<file path="src/rtl/i2c_seq_pkg.sv">
package i2c_seq_pkg;
  typedef enum logic [3:0] {
    ST_IDLE     = 4'd0,
    ST_WSTART   = 4'd1,
    ST_WRESTART = 4'd2,
    ST_WR       = 4'd3,
    ST_WSUSP    = 4'd4,
    ST_RD       = 4'd5,
    ST_RSUSP    = 4'd6,
    ST_WSTOP    = 4'd7,
    ST_RECOV    = 4'd8
  } seq_state_e;
endpackage

</file>
<file path="src/rtl/i2c_seq_timer.sv">
module i2c_seq_timer #(
  parameter int CLK_PER_MS = 125000,
  parameter int MS_W       = 7
) (
  input  logic            clk,
  input  logic            rst_n,
  input  logic            clr,
  input  logic [MS_W-1:0] limit,
  output logic            expired
);
  localparam int DIV_W = (CLK_PER_MS > 1) ? $clog2(CLK_PER_MS) : 1;

  logic [DIV_W-1:0] div_q;
  logic [MS_W-1:0]  ms_q;

  always_ff @(posedge clk or negedge rst_n) begin
    if (!rst_n) begin
      div_q <= '0;
      ms_q  <= '0;
    end else if (clr) begin
      div_q <= '0;
      ms_q  <= '0;
    end else if (div_q == DIV_W'(CLK_PER_MS - 1)) begin
      div_q <= '0;
      if (ms_q != {MS_W{1'b1}}) ms_q <= ms_q + 1'b1;
    end else begin
      div_q <= div_q + 1'b1;
    end
  end

  assign expired = (ms_q >= limit);

  // elapsed time never runs backwards unless restarted
  a_r9_time_monotone: assert property (@(posedge clk) disable iff (!rst_n)
    !clr |=> ms_q >= $past(ms_q));
endmodule

</file>
<file path="src/rtl/i2c_seq_bytecnt.sv">
module i2c_seq_bytecnt #(
  parameter int LEN_W = 8
) (
  input  logic             clk,
  input  logic             rst_n,
  input  logic             load,
  input  logic [LEN_W-1:0] load_val,
  input  logic             dec,
  output logic             zero,
  output logic             one
);
  logic [LEN_W-1:0] rem_q;

  always_ff @(posedge clk or negedge rst_n) begin
    if (!rst_n)                 rem_q <= '0;
    else if (load)              rem_q <= load_val;
    else if (dec && rem_q != 0) rem_q <= rem_q - 1'b1;
  end

  assign zero = (rem_q == '0);
  assign one  = (rem_q == LEN_W'(1));

  // the count stays at zero when a stray byte arrives
  a_r4_no_underflow: assert property (@(posedge clk) disable iff (!rst_n)
    (zero && dec && !load) |=> zero);
endmodule

</file>
<file path="src/rtl/i2c_seq_fsm.sv">
module i2c_seq_fsm
  import i2c_seq_pkg::*;
#(
  parameter int MS_W       = 7,
  parameter int STOP_TO_MS = 25,
  parameter int IDLE_TO_MS = 35
) (
  input  logic            clk,
  input  logic            rst_n,
  input  logic            cmd_valid,
  output logic            cmd_ready,
  input  logic            cmd_read,
  input  logic            cmd_stop,
  input  logic [6:0]      cmd_addr,
  output logic            start_req,
  input  logic            start_done,
  output logic            addr_valid,
  input  logic            addr_ready,
  output logic [7:0]      addr_data,
  input  logic            byte_done,
  output logic            rd_last,
  output logic            stop_req,
  input  logic            stop_done,
  input  logic            nack,
  input  logic            bus_err,
  output logic            ber_clr,
  input  logic            bus_busy,
  input  logic            scl_in,
  input  logic            sda_in,
  output logic            eng_en,
  output logic            msg_done,
  output logic            err_nodev,
  output logic            err_io,
  output logic            cmd_reject,
  output logic [3:0]      state_o,
  output logic            cnt_load,
  output logic            cnt_dec,
  input  logic            cnt_zero,
  input  logic            cnt_one,
  output logic            tmr_clr,
  output logic [MS_W-1:0] tmr_limit,
  input  logic            tmr_expired
);
  seq_state_e st_q, st_d;
  logic pend_q, pend_d, rec_q, rec_d, stop_q, stop_d, avld_q, avld_d;
  logic rd_q, rd_d, stp_q, stp_d;
  logic [6:0] addr_q, addr_d;
  logic start_q, start_d, done_q, done_d, nodev_q, nodev_d;
  logic io_q, io_d, rej_q, rej_d, bclr_q, bclr_d;
  logic fire, took, active, fifo_st, fin, lines_ok;

  assign cmd_ready = !pend_q;
  assign fire      = cmd_valid && cmd_ready;
  assign active    = (st_q == ST_WSTART) || (st_q == ST_WRESTART) ||
                     (st_q == ST_WR) || (st_q == ST_RD);
  assign fifo_st   = (st_q == ST_WR) || (st_q == ST_RD);
  assign cnt_dec   = byte_done && fifo_st;
  assign fin       = cnt_zero || (cnt_one && byte_done);
  assign lines_ok  = scl_in && sda_in;

  always_comb begin
    st_d = st_q; pend_d = pend_q; rec_d = rec_q; stop_d = stop_q;
    avld_d = avld_q; rd_d = rd_q; stp_d = stp_q; addr_d = addr_q;
    start_d = 1'b0; done_d = 1'b0; nodev_d = 1'b0; io_d = 1'b0; bclr_d = 1'b0;
    took = 1'b0;
    if (stop_done) stop_d = 1'b0;
    if (bus_err && st_q != ST_IDLE && st_q != ST_RECOV) begin
      stop_d = 1'b1; bclr_d = 1'b1; io_d = 1'b1;
      st_d = ST_RECOV; rec_d = 1'b1; avld_d = 1'b0;
    end else if (nack && active) begin
      stop_d = 1'b1; nodev_d = 1'b1; st_d = ST_WSTOP; avld_d = 1'b0;
    end else begin
      unique case (st_q)
        ST_IDLE: if (fire) begin
          took = 1'b1;
          if (bus_busy) begin
            st_d = ST_RECOV; rec_d = 1'b1; pend_d = 1'b1;
          end else begin
            st_d = ST_WSTART; start_d = 1'b1;
          end
        end
        ST_RECOV: begin
          stop_d = 1'b0;
          if (rec_q) begin
            if (lines_ok) begin
              rec_d = 1'b0; pend_d = 1'b0;
              if (pend_q) begin
                st_d = ST_WSTART; start_d = 1'b1;
              end else begin
                st_d = ST_IDLE;
              end
            end else if (tmr_expired) begin
              rec_d = 1'b0; pend_d = 1'b0; io_d = 1'b1;
            end
          end else if (fire) begin
            took = 1'b1; rec_d = 1'b1; pend_d = 1'b1;
          end
        end
        ST_WSTART, ST_WRESTART: begin
          if (avld_q && addr_ready) begin
            avld_d = 1'b0;
            st_d = rd_q ? ST_RD : ST_WR;
          end else if (start_done && !avld_q) begin
            avld_d = 1'b1;
          end
        end
        ST_WR, ST_RD: if (fin) begin
          done_d = 1'b1;
          if (stp_q) begin
            stop_d = 1'b1; st_d = ST_WSTOP;
          end else begin
            st_d = rd_q ? ST_RSUSP : ST_WSUSP;
          end
        end
        ST_WSUSP: if (fire) begin
          took = 1'b1;
          if (cmd_read) begin
            st_d = ST_WRESTART; start_d = 1'b1;
          end else begin
            st_d = ST_WR;
          end
        end
        ST_RSUSP: if (fire && cmd_read) begin
          took = 1'b1; st_d = ST_RD;
        end
        ST_WSTOP: begin
          if (!stop_q || stop_done) st_d = ST_IDLE;
          else if (tmr_expired) begin
            st_d = ST_RECOV; rec_d = 1'b1;
          end
        end
        default: st_d = ST_IDLE;
      endcase
    end
    if (took) begin
      addr_d = cmd_addr; rd_d = cmd_read; stp_d = cmd_stop;
    end
    rej_d    = fire && !took;
    cnt_load = took;
  end

  always_ff @(posedge clk or negedge rst_n) begin
    if (!rst_n) begin
      st_q <= ST_IDLE; pend_q <= 1'b0; rec_q <= 1'b0; stop_q <= 1'b0;
      avld_q <= 1'b0; rd_q <= 1'b0; stp_q <= 1'b0; addr_q <= '0;
      start_q <= 1'b0; done_q <= 1'b0; nodev_q <= 1'b0;
      io_q <= 1'b0; rej_q <= 1'b0; bclr_q <= 1'b0;
    end else begin
      st_q <= st_d; pend_q <= pend_d; rec_q <= rec_d; stop_q <= stop_d;
      avld_q <= avld_d; rd_q <= rd_d; stp_q <= stp_d; addr_q <= addr_d;
      start_q <= start_d; done_q <= done_d; nodev_q <= nodev_d;
      io_q <= io_d; rej_q <= rej_d; bclr_q <= bclr_d;
    end
  end

  assign tmr_clr    = (st_d != st_q) || (rec_d != rec_q);
  assign tmr_limit  = (st_q == ST_WSTOP) ? MS_W'(STOP_TO_MS) : MS_W'(IDLE_TO_MS);
  assign start_req  = start_q;
  assign addr_valid = avld_q;
  assign addr_data  = {addr_q, rd_q};
  assign rd_last    = (st_q == ST_RD) && stp_q && cnt_one;
  assign stop_req   = stop_q;
  assign ber_clr    = bclr_q;
  assign eng_en     = (st_q != ST_RECOV);
  assign msg_done   = done_q;
  assign err_nodev  = nodev_q;
  assign err_io     = io_q;
  assign cmd_reject = rej_q;
  assign state_o    = st_q;

  // the address byte stays put while the engine stalls
  a_r3_addr_hold: assert property (@(posedge clk) disable iff (!rst_n)
    (avld_q && !addr_ready && !nack && !bus_err) |=> (avld_q && $stable(addr_data)));
  // a write chained after a parked write needs no START
  a_r6_chain_write: assert property (@(posedge clk) disable iff (!rst_n)
    (st_q == ST_WSUSP && fire && !cmd_read && !bus_err) |=> (st_q == ST_WR && !start_req));
  // target NACK ends the transfer with STOP
  a_r7_nack_stop: assert property (@(posedge clk) disable iff (!rst_n)
    (nack && !bus_err && active) |=> (st_q == ST_WSTOP && stop_req && err_nodev));
  // bus error enters recovery with the engine off
  a_r8_bus_fault: assert property (@(posedge clk) disable iff (!rst_n)
    (bus_err && st_q != ST_IDLE && st_q != ST_RECOV) |=> (st_q == ST_RECOV && err_io && ber_clr && !eng_en));
  // a finished STOP returns to idle
  a_r9_stop_exit: assert property (@(posedge clk) disable iff (!rst_n)
    (st_q == ST_WSTOP && !stop_req && !bus_err) |=> st_q == ST_IDLE);
  // commands during an active message are refused
  a_r12_reject: assert property (@(posedge clk) disable iff (!rst_n)
    (fire && (active || st_q == ST_WSTOP)) |=> cmd_reject);
endmodule

</file>
<file path="src/rtl/i2c_msg_seq.sv">
module i2c_msg_seq #(
  parameter int CLK_PER_MS = 125000,
  parameter int STOP_TO_MS = 25,
  parameter int IDLE_TO_MS = 35,
  parameter int LEN_W      = 8
) (
  input  logic             clk,
  input  logic             rst_n,
  input  logic             cmd_valid,
  output logic             cmd_ready,
  input  logic             cmd_read,
  input  logic             cmd_stop,
  input  logic [LEN_W-1:0] cmd_len,
  input  logic [6:0]       cmd_addr,
  output logic             start_req,
  input  logic             start_done,
  output logic             addr_valid,
  input  logic             addr_ready,
  output logic [7:0]       addr_data,
  input  logic             byte_done,
  output logic             rd_last,
  output logic             stop_req,
  input  logic             stop_done,
  input  logic             nack,
  input  logic             bus_err,
  output logic             ber_clr,
  input  logic             bus_busy,
  input  logic             scl_in,
  input  logic             sda_in,
  output logic             eng_en,
  output logic             msg_done,
  output logic             err_nodev,
  output logic             err_io,
  output logic             cmd_reject,
  output logic [3:0]       state_o
);
  localparam int MAX_MS = (STOP_TO_MS > IDLE_TO_MS) ? STOP_TO_MS : IDLE_TO_MS;
  localparam int MS_W   = $clog2(MAX_MS + 1) + 1;

  logic cnt_load, cnt_dec, cnt_zero, cnt_one;
  logic tmr_clr, tmr_expired;
  logic [MS_W-1:0] tmr_limit;

  i2c_seq_bytecnt #(.LEN_W(LEN_W)) i_cnt (
    .clk(clk), .rst_n(rst_n), .load(cnt_load), .load_val(cmd_len),
    .dec(cnt_dec), .zero(cnt_zero), .one(cnt_one)
  );

  i2c_seq_timer #(.CLK_PER_MS(CLK_PER_MS), .MS_W(MS_W)) i_tmr (
    .clk(clk), .rst_n(rst_n), .clr(tmr_clr), .limit(tmr_limit),
    .expired(tmr_expired)
  );

  i2c_seq_fsm #(.MS_W(MS_W), .STOP_TO_MS(STOP_TO_MS), .IDLE_TO_MS(IDLE_TO_MS)) i_fsm (
    .clk(clk), .rst_n(rst_n),
    .cmd_valid(cmd_valid), .cmd_ready(cmd_ready), .cmd_read(cmd_read),
    .cmd_stop(cmd_stop), .cmd_addr(cmd_addr),
    .start_req(start_req), .start_done(start_done),
    .addr_valid(addr_valid), .addr_ready(addr_ready), .addr_data(addr_data),
    .byte_done(byte_done), .rd_last(rd_last),
    .stop_req(stop_req), .stop_done(stop_done),
    .nack(nack), .bus_err(bus_err), .ber_clr(ber_clr),
    .bus_busy(bus_busy), .scl_in(scl_in), .sda_in(sda_in), .eng_en(eng_en),
    .msg_done(msg_done), .err_nodev(err_nodev), .err_io(err_io),
    .cmd_reject(cmd_reject), .state_o(state_o),
    .cnt_load(cnt_load), .cnt_dec(cnt_dec), .cnt_zero(cnt_zero), .cnt_one(cnt_one),
    .tmr_clr(tmr_clr), .tmr_limit(tmr_limit), .tmr_expired(tmr_expired)
  );
endmodule

</file>
<file path="config.mk">
export PLATFORM = sky130hd
export DESIGN_NAME = i2c_msg_seq
export DESIGN_NICKNAME = d
export VERILOG_FILES = /design/src/rtl/i2c_seq_pkg.sv /design/src/rtl/i2c_seq_timer.sv /design/src/rtl/i2c_seq_bytecnt.sv /design/src/rtl/i2c_seq_fsm.sv /design/src/rtl/i2c_msg_seq.sv
export SDC_FILE = /design/constraint.sdc
export NUM_CORES = 1
export LEC_CHECK = 0
export BUFFER_PORTS_ARGS = -buffer_cell sky130_fd_sc_hd__buf_2
export CAP_MARGIN = 20
export CORE_ASPECT_RATIO = 1.4
export CORE_UTILIZATION = 58
export CTS_BUF_LIST = sky130_fd_sc_hd__clkbuf_16
export DETAILED_ROUTE_END_ITERATION = 16
export MAX_ROUTING_LAYER = met4
export PLACE_DENSITY = 0.79
export SYNTH_ARGS = -nofsm -noshare
export SYNTH_HDL_FRONTEND = slang
export SYNTH_HIERARCHICAL = 1
export SYNTH_SLANG_ARGS = --single-unit
</file>
<file path="constraint.sdc">
create_clock -name clk -period 4.4 [get_ports clk]
set_input_delay 0.88 -clock clk [delete_from_list [all_inputs] [get_ports clk]]
set_output_delay 0.88 -clock clk [all_outputs]
set_load 0.005 [all_outputs]
</file>
==> Word-level counts from Yosys, hierarchy flattened <==
Cells that the tools add are included.
{ "op_classes": {"magnitude_cmp": 1, "reduce_logical": 41, "bitwise": 2, "n_mux": 83, "addsub": 3, "eq_ne": 18} }
{ "op_table": {"columns": ["op", "n"], "rows": [
  ["2-to-1 mux 1 bit", 54],
  ["2-to-1 mux 4 bit", 13],
  ["2-to-1 mux 17 bit", 2],
  ["one-hot mux 4 bit (7 select lines)", 1],
  ["2-to-1 mux 7 bit", 3],
  ["adder 17 x 1 -> 17 bit, second input constant", 1],
  ["equality test 17 bit, second input constant", 1],
  ["equality test 4 x 3 -> 1 bit, second input constant", 4],
  ["2-to-1 mux 8 bit", 2],
  ["logical AND 1 bit", 14],
  ["one-hot mux 1 bit (3 select lines)", 3],
  ["equality test 4 x 2 -> 1 bit, second input constant", 2],
  ["equality test 8 x 1 -> 1 bit, second input constant", 1],
  ["zero test 8 bit", 1],
  ["nonzero test 2 bit", 4],
  ["nonzero test 4 bit", 2],
  ["nonzero test 8 bit", 1],
  ["subtractor 8 x 1 -> 8 bit, second input constant", 1],
  ["adder 7 x 1 -> 7 bit, second input constant", 1],
  [">= comparator 7 bit", 1],
  ["logical OR 1 bit", 7],
  ["inequality test 7 bit, second input constant", 1],
  ["AND reduction 7 bit", 1],
  ["2-to-1 mux 6 bit", 1],
  ["18 further kinds", 26]
]} }
{ "totals": {"ff_bits": 55, "input_bits": 29, "elab_cells": 165, "out_inout_bits": 23} }

==> Depth between registers and ports, before layout <==
Gate-level depths: netlist of the first run.
{ "logic_depth": {"ltp_word": 13, "depth_mapped": 20, "mapped_depth_nobuf": 16} }

==> By module <==
The synthesis of the first run kept the hierarchy.
{ "by_module_without_submodules": {"columns": ["module", "area_each_um2", "seq_area_each_um2", "instances", "cells_per_inst"], "rows": [
  ["i2c_seq_fsm", 1510.2, 575.6, 1, 160],
  ["i2c_seq_timer", 1462.7, 600.6, 1, 157],
  ["i2c_seq_bytecnt", 589.3, 200.2, 1, 65]
]} }

==> Worst setup path after synthesis of the first run <==
Ideal clock, no wire load.
{ "synth_timing": {"kind": "register -> register", "from": "reg i_fsm.st_q[0] (netlist: i_fsm/state_o[0])", "to": "reg i_tmr.div_q[12]", "arrival_ps": 3872, "period_less_slack_ps": 3944, "n_path_buf": 4, "stages_incl_launch_ff": 20, "t_required_ps": 4328, "setup_slack_ps": 456, "setup_time_ps": 72, "path_cell_list": "dfrtp_1 -> clkbuf_1 -> nand4b_1 -> inv_1 -> buf_4 -> inv_1 -> ha_1 -> or4_1 -> a211oi_1 -> nor3_1 -> nor2_1 -> nor3_1 -> a311oi_1 -> mux2_2 -> nor3_1 -> nand3_1 -> clkbuf_1 -> a21o_2 -> buf_4 -> nor2_1"} }
{ "synth_via": {"elab_chain_cells": 12, "word_cells_on_any_way": 45, "classes_between": "order compare (1); eq/ne (11); mux (22); reduce/logical (11)"} }
{ "synth_lines": {"columns": ["item", "line", "rtl"], "rows": [
  ["from (decl)", "i2c_seq_fsm.sv:44", "seq_state_e st_q, st_d;"],
  ["from (signal assigned)", "i2c_seq_fsm.sv:149", "st_q <= st_d; pend_q <= pend_d; rec_q <= rec_d; stop_q <= stop_d;"],
  ["equality test 4 x 3 -> 1 bit (*)", "i2c_seq_fsm.sv:157", "assign tmr_limit = (st_q == ST_WSTOP) ? MS_W'(STOP_TO_MS) : MS_W'(IDLE_TO_MS);"],
  ["2-to-1 mux 6 bit (*)", "i2c_seq_fsm.sv:157", null],
  ["named net tmr_limit[1]", "i2c_msg_seq.sv:42", "logic [MS_W-1:0] tmr_limit;"],
  [">= comparator 7 bit (*)", "i2c_seq_timer.sv:31", "assign expired = (ms_q >= limit);"],
  ["named net tmr_expired", "i2c_msg_seq.sv:41", "logic tmr_clr, tmr_expired;"],
  ["2-to-1 mux 1 bit", "i2c_seq_fsm.sv:92", "end else if (tmr_expired) begin"],
  ["2-to-1 mux 1 bit", "i2c_seq_fsm.sv:85", "if (lines_ok) begin"],
  ["2-to-1 mux 1 bit", "i2c_seq_fsm.sv:84", "if (rec_q) begin"],
  ["one-hot mux 1 bit (3 select lines)", "i2c_seq_fsm.sv:73", "unique case (st_q)"],
  ["2-to-1 mux 1 bit", "i2c_seq_fsm.sv:70", "end else if (nack && active) begin"],
  ["2-to-1 mux 1 bit", "i2c_seq_fsm.sv:67", "if (bus_err && st_q != ST_IDLE && st_q != ST_RECOV) begin"],
  ["inequality test 1 bit", "i2c_seq_fsm.sv:156", "assign tmr_clr = (st_d != st_q) || (rec_d != rec_q);"],
  ["logical OR 1 bit (*)", "i2c_seq_fsm.sv:156", null],
  ["named net tmr_clr", "i2c_msg_seq.sv:41", null],
  ["2-to-1 mux 17 bit (*)", "i2c_seq_timer.sv:20", "end else if (clr) begin"],
  ["to (signal assigned)", "i2c_seq_timer.sv:27", "div_q <= div_q + 1'b1;"],
  ["to (decl)", "i2c_seq_timer.sv:13", "logic [DIV_W-1:0] div_q;"]
]} }
The timed path passes the listed nets; every way through them passes the cells marked *.
A chain may end at the register's enable or synchronous reset.

==> Final worst setup path of the first run <==
{ "layout_timing": {"from": "reg i_fsm.st_q[3] (netlist: i_fsm/state_o[3])", "to": "reg i_tmr.div_q[16]"} }
Same word-level chain as after synthesis.

==> flow_summary.toml, run 1 <==
[die]
die_h_um = 94.73
die_w_um = 68.24
fp.dieArea_sq_mm = 0.006464
start_util_pct = 60.33
core_area_sq_mm = 0.005904
io_pins = 52
rows = 33

[power]
p_seq_share_pct = 35.6
power_density_mw_per_mm2 = 540.4
power.switching_w = 0.0008700
p_sw_share_pct = 40.77
p_comb_share_pct = 45.1
cellInternalPower_w = 0.001264
clkPwrFrac_pct = 19.2
irDropWorstVdd_v = 0.0002643
p_leak_nw = 1.738

[grt]
grt_overflow = 0
first_global_vias = 2866
antenna_found_initial = 0
track_usage_pct = 28.20
grt_max_degree = 42
grt_pass1_wl_mm = 13.42

[routing]
drt_wl_total_mm = 8.160
ant_nets = 0
drcViolationCount = 0
wire_per_inst_um = 16.52
first_iter_violations = 197
drt-vias-per-instance = 6.202
first_pass_iters = 5
vias = 3064

[synthesis]
synthArstFlopShare_pct = 100.0
ys_types = 70
synth_seq_cells = 55
synthCells = 382
synth_simple_gate_area_share_pct = 25.50
yosys.area_share.adder_pct = 4.215
yosysMostFrequentCell = "dfrtp_1"
seq_area_frac_synth_pct = 38.64
synth_xor_area_share_pct = 4.426
syn_avg_cell_area_sq_um = 9.325
synth_top_area_share_pct = 38.64
yosys_warnings = 6
synth_area_leader_cell = "dfrtp_1"
synth_top_family_by_area = "simple AND/OR/NAND/NOR gates"
synth_flop_cell = "dfrtp_1"
synthTopCellsByArea = "dfrtp_1, ha_1, nor2_1"
synth.area.mux_share_pct = 4.601
synthTopCellsByCount = "dfrtp_1, nor2_1, inv_1"
synth-compound-area-share_pct = 15.45
synth-edff-count = 0
synth_area_sq_mm = 0.003562

[layout]
nets = 464
area_growth_pct = 10.85
n_antenna_cell = 0
layout-drive-gt1-share_pct = 21.70

[clocking]
cts_root_buf = "clkbuf_16"
cts_tree = "built"
cts_resized = 0
cts_buffer_depth = 2
clk_pin_slew_worst_paths_ps = 80
hold_buffers = 0
postCtsSetupBuffers = 0
clk_latency_ps = 290
cts.htree.levels = 2
numCtsBuffers = 5
clock-sinks = 55

[setup_path]
crit_path_start_kind = "flop"
setup.worst_path.end_class = "flop"
crit_arrival_ps = 4110
critical_path_class = "reg2reg"
timing.rr.end = "i_tmr/div_q[16]"
r2r_cells = 16
crit_start = "i_fsm/state_o[3]"
cp.required_ps = 4620
cp_max_fo = 15
reg2reg_from = "i_fsm/state_o[3]"
ff2ff_setup_slack_ps = 510

[sta]
worstMarginPinSlew_ps = 909.6
finClkSkew_ps = 6.392
slew_violations = 0
tns_ps = 0
setup_viol = 0
grt_setup_unrepaired = "no"
period_minus_slack_ps = 3892
layout_worst_path_cycle_share_pct = 88.46
max_freq_mhz = 256.9
fin_ws_ps = 507.9
maxSlewHeadroom_pct = 39.36
hold_viol = 0

[worst_hold_path]
hold_path_startpoint = "i_fsm/addr_q[1]"
min_path_cells = 1
worstHoldEndpoint = "i_fsm/addr_q[1]"
hp-class = "reg2reg"

[place]
io_buffers = 51
place.gp.congestion = 0.9537
post-dp-hpwl_mm = 5.938
post-place-ws_ps = 588.7

[outcome]
status = "completed"

[flow_run]
maxCapViolCount = 0
-- registers in the layout, summed over array words and instances, names as in the netlist --
name,count
i_fsm/rec_q,1
i_fsm/msg_done,1
i_fsm/addr_valid,1
i_fsm/addr_q,7
i_fsm/cmd_reject,1
i_fsm/stop_req,1
i_tmr/div_q,17
i_fsm/stp_q,1
i_fsm/pend_q,1
i_cnt/rem_q,8
i_fsm/state_o,4
i_fsm/ber_clr,1
i_fsm/err_io,1
i_fsm/rd_q,1
i_fsm/start_req,1
i_fsm/err_nodev,1
i_tmr/ms_q,7
-- cell families (layout without fill, tap and decap cells) --
family | count (synthesis) | in the layout
and+or+nand+nor | 153 | 153
AOI/OAI and AO/OA | 82 | 82
DFF | 55 | 55
buffers and inverters | 48 | 89
xor gates and xnor gates | 18 | 18
adders and majority gates | 12 | 12
muxes | 12 | 12
other | 2 | 3
-- final cells by class --
cell class,instances,area [sq um]
clock inverter,3,27.53
timing repair buffer,57,300.3
clock buffer,5,125.1
multi-input combinational,280,1942
inverter,24,90.09
sequential,55,1376
tap,70,87.58
fill,485,1956
-- metal layers --
| layer | up-vias | track usage (%) | part of all wire (%) |
|---|---|---|---|
| met5 | - | - | 0 |
| met4 | 0 | 7.292 | 1.3 |
| met3 | 9 | 4.106 | 4.9 |
| met2 | 95 | 47.63 | 53 |
| met1 | 1483 | 34.51 | 41 |
| li1 | 1477 | - | - |
-- critical path, cell delays in order (launching register included) --
cell	delay (ps)
dfrtp_1	380
nand4b_1	260
inv_1	120
inv_1	60
ha_1	200
or4_1	550
a211oi_1	240
nor3_1	140
nor4bb_1	430
a21oi_1	170
o32ai_1	260
mux2i_1	120
nor3_1	150
nand3_1	100
buf_4	180
a21o_2	300
a21oi_1	160
-- power by group through the flow --
stage	registers [W]	clock network, W	logic, W
finish	0.000760	0.000411	0.000963
global route	0.000784	0.000440	0.00106
CTS	0.000759	0.000421	0.000961
detailed placement	0.000765	0	0.000954
global placement	0.000760	0	0.000934
floorplan	0.000746	0	0.000721
-- metrics by stage --
| stage | instances | hold WS (ps) | cell area [sq um] | util [%] | total power, W |
|---|---|---|---|---|---|
| final | 494 | 507.3 | 3949 | 66.88 | 0.002134 |
| after floorplan | 383 | 451.4 | 3566 | - | 0.001467 |
| after global placement | 486 | 469.5 | 3796 | 64.29 | 0.001694 |
| after detailed placement | 486 | 479.9 | 3796 | 64.29 | 0.001719 |
| after global routing | 494 | 528.6 | 3949 | 66.88 | 0.002285 |
| after CTS | 494 | 502.5 | 3949 | 66.88 | 0.002140 |
-- worst max-delay path by stage --
| stage | endpoint | slack (ps) | cells after the start |
|---|---|---|---|
| after floorplan | i_tmr/div_q[12] | 460 | 19 |
| after global placement | i_tmr/div_q[16] | 770 | 16 |
| after detailed placement | i_tmr/div_q[16] | 590 | 16 |
| after CTS | i_tmr/div_q[16] | 550 | 16 |
| after global routing | i_tmr/div_q[7] | 170 | 16 |
| final | i_tmr/div_q[16] | 510 | 16 |
-- cell usage in the layout (no fill, tap or decap), types with 11 or more instances in the layout --
master	n
xnor2_1	14
inv_1	23
a21oi_1	18
buf_2	51
o21ai_0	15
nor3_1	16
nand3_1	11
ha_1	12
nor2_1	37
dfrtp_1	55
nand2_1	19
nand4_1	12
Power figures use the tool's default switching activity.
==> inputs of run 2 (changes only) <==
--- a/config.mk
+++ b/config.mk
@@ -5,6 +5,7 @@
 export SDC_FILE = /design/constraint.sdc
 export NUM_CORES = 1
 export LEC_CHECK = 0
+export ABC_AREA = 1
 export BUFFER_PORTS_ARGS = -buffer_cell sky130_fd_sc_hd__buf_2
 export CAP_MARGIN = 20
 export CORE_ASPECT_RATIO = 1.4
@@ -12,7 +13,7 @@
 export CTS_BUF_LIST = sky130_fd_sc_hd__clkbuf_16
 export DETAILED_ROUTE_END_ITERATION = 16
 export MAX_ROUTING_LAYER = met4
-export PLACE_DENSITY = 0.79
+export PLACE_DENSITY = 0.78
 export SYNTH_ARGS = -nofsm -noshare
 export SYNTH_HDL_FRONTEND = slang
 export SYNTH_HIERARCHICAL = 1
==> constraint.sdc (replaced) <==
create_clock -name clk -period 4.4 [get_ports clk]
set_input_delay 0.88 -clock clk [delete_from_list [all_inputs] [get_ports clk]]
set_output_delay 0.88 -clock clk [all_outputs]
set_load 0.01 [all_outputs]
==> flow_summary.toml, run 2 <==
[outcome]
status = "completed"

[die]
rows = 34
die_w_um = 69.72
start_util_pct = 59.95
die_h_um = 96.81
fp.dieArea_sq_mm = 0.006749
core_area_sq_mm = 0.006211
io_pins = 52

[sta]
max_freq_mhz = 264.2
slew_violations = 0
tns_ps = 0
setup_viol = 0
grt_setup_unrepaired = "no"
fin_ws_ps = 614.6
finClkSkew_ps = 8.260
period_minus_slack_ps = 3785
layout_worst_path_cycle_share_pct = 86.03
hold_viol = 0

[power]
power.total_w = 0.002458
p_comb_share_pct = 52.1
power_density_mw_per_mm2 = 595.3
power.switching_w = 0.001189
p_leak_nw = 2.145
p_seq_share_pct = 31.7
clkPwrFrac_pct = 16.3
p_sw_share_pct = 48.37
irDropWorstVdd_v = 0.0003840
cellInternalPower_w = 0.001269

[place]
post-place-ws_ps = 726.2
post-dp-hpwl_mm = 6.353
io_buffers = 51
place.gp.congestion = 1.015

[clocking]
cts_resized = 0
cts_tree = "built"
numCtsBuffers = 5
cts.htree.levels = 2
clock-sinks = 55
hold_buffers = 0
clk_latency_ps = 290
cts_buffer_depth = 2
cts_root_buf = "clkbuf_16"
postCtsSetupBuffers = 0
clk_pin_slew_worst_paths_ps = 80

[routing]
first_pass_iters = 4
wl_met2_mm = 4.216
wl_met1_mm = 3.417
vias = 3392
ant_nets = 0
drcViolationCount = 0
drt-vias-per-instance = 5.275
wire_per_inst_um = 12.79
drt_wl_total_mm = 8.222
routed-wl-met3_um = 337
first_iter_violations = 166
top_layer = "met4"

[synthesis]
syn_avg_cell_area_sq_um = 7.161
synth_seq_cells = 55
yosys_warnings = 6
yosysMostFrequentCell = "nand2_1"
synth_flop_cell = "dfrtp_1"
synthArstFlopShare_pct = 100.0
synthTopCellsByArea = "dfrtp_1, nand2_1, nor2_1"
synthTopCellsByCount = "nand2_1, nor2_1, dfrtp_1"
synth_area_leader_cell = "dfrtp_1"
seq_area_frac_synth_pct = 36.96
synthCells = 520
ys_types = 36
synth_top_area_share_pct = 36.96
synth_area_sq_mm = 0.003724
synth-edff-count = 0

[setup_path]
r2r_cells = 26
critical_path_class = "reg2reg"
ff2ff_setup_slack_ps = 610
crit_start = "i_fsm/state_o[3]"
cp_max_fo = 13
setup.worst_path.end_class = "flop"
cp.required_ps = 4630
crit_end = "i_tmr/div_q[16]"
timing.rr.end = "i_tmr/div_q[16]"
crit_path_start_kind = "flop"
crit_arrival_ps = 4010
reg2reg_from = "i_fsm/state_o[3]"

[layout]
mostFrequentLayoutCell = "nand2_1"
ff_latch_area_sq_mm = 0.001376
layout-drive-gt1-share_pct = 19.96
area_growth_pct = 10.89
n_antenna_cell = 0
largestRegisters = "i_tmr/div_q (17), i_cnt/rem_q (8)"
nets = 611
top_register = "i_tmr/div_q"
nFillCells = 536
largest_reg_flops = 17
fin_util_pct = 66.48
multi_input_area_sq_mm = 0.002003
final_cell_mix = "nand2_1, nor2_1, dfrtp_1"

[grt]
grt_pass1_wl_mm = 14.63
first_global_vias = 3355
track_usage_pct = 27.22
grt_overflow = 0
grt_max_degree = 40
antenna_found_initial = 0

[worst_hold_path]
hp-class = "reg2reg"

[flow_run]
maxCapViolCount = 0
run 2: changes by cell type in the layout (fill, tap and decap cells not counted), sizes merged, moves of 6 or more:
cell    before  now
a31oi       10    0
inv         25   64
and3         6    0
nor3        18    6
nand2       20  176
nand2b       7    0
nor2        37   89
nand3       11   45
a21oi       18    8
nor4         8    0
mux2        11    0
xnor2       14    6
run 2: how the worst min path moves through the flow:
stage	start	end	cells past startpoint
floorplan	i_tmr/div_q[0]	i_tmr/div_q[0]	1
global placement	i_fsm/addr_q[2]	i_fsm/addr_q[2]	2
detailed placement	i_fsm/addr_q[2]	i_fsm/addr_q[2]	2
CTS	i_fsm/addr_q[4]	i_fsm/addr_q[4]	2
global route	i_fsm/addr_q[2]	i_fsm/addr_q[2]	2
finish	i_fsm/addr_q[5]	i_fsm/addr_q[5]	2
run 2: critical path: stages (launching register included):
cell and delay (ps):
dfrtp_1 490, inv_1 130, nand2_1 120, nor2_4 170
inv_1 60, ha_1 300, a21oi_1 140, nor2_1 50
a211oi_1 150, o21ai_0 210, inv_1 170, nand3b_1 90
nand2_1 70, nand3_1 70, nand2_1 60, nand2_1 80
nand2_2 70, nand2_1 50, nand2_1 70, nand2_1 60
nor2_1 120, nand2_1 300, inv_4 210, nand2_4 130
inv_1 170, nand2_1 70, nor2_1 100
run 2: final cells by class:
| class | instances | share of cell area, % |
|---|---|---|
| Tap cell | 72 | 2.182 |
| Sequential cell | 55 | 33.33 |
| Clock inverter | 3 | 0.5455 |
| Clock buffer | 5 | 3.030 |
| Inverter | 65 | 6.030 |
| Multi-Input combinational cell | 391 | 48.52 |
| Timing Repair Buffer | 52 | 6.364 |
run 2: metal layers:
metal | up-vias | track usage, %
met1 | 1558 | 32.09
met4 | 0 | 12.62
met5 | - | -
li1 | 1716 | -
met2 | 93 | 45.63
met3 | 25 | 3.958
run 2: kinds of logic (layout without fill, tap and decap cells):
kind of cell / count (synthesis) / after routing / synth area share, %
adders and majority gates: 12 / 12 / 4.032
DFF: 55 / 55 / 36.96
xor gates and xnor gates: 11 / 11 / 2.587
buffers and inverters: 75 / 125 / 9.341
other: 2 / 3 / 0.2017
and+or+nand+nor: 331 / 331 / 41.80
AOI/OAI and AO/OA: 34 / 34 / 5.074
run 2: power groups by stage:
stage	clock network, W	logic, W	registers, W
2_1_floorplan	0	0.00101	0.000795
3_3_place_gp	0	0.00124	0.000781
3_5_place_dp	0	0.00126	0.000786
4_1_cts	0.000412	0.00128	0.000778
5_1_grt	0.000428	0.00144	0.000799
6_report	0.000400	0.00128	0.000778
run 2: metrics by stage:
stage | hold slack [ps] | cells | area [sq um]
floorplan | 447.7 | 521 | 3727
global placement | 458.8 | 635 | 3981
detailed placement | 461.8 | 635 | 3981
CTS | 484.1 | 643 | 4129
global route | 515.0 | 643 | 4129
finish | 480.0 | 643 | 4129
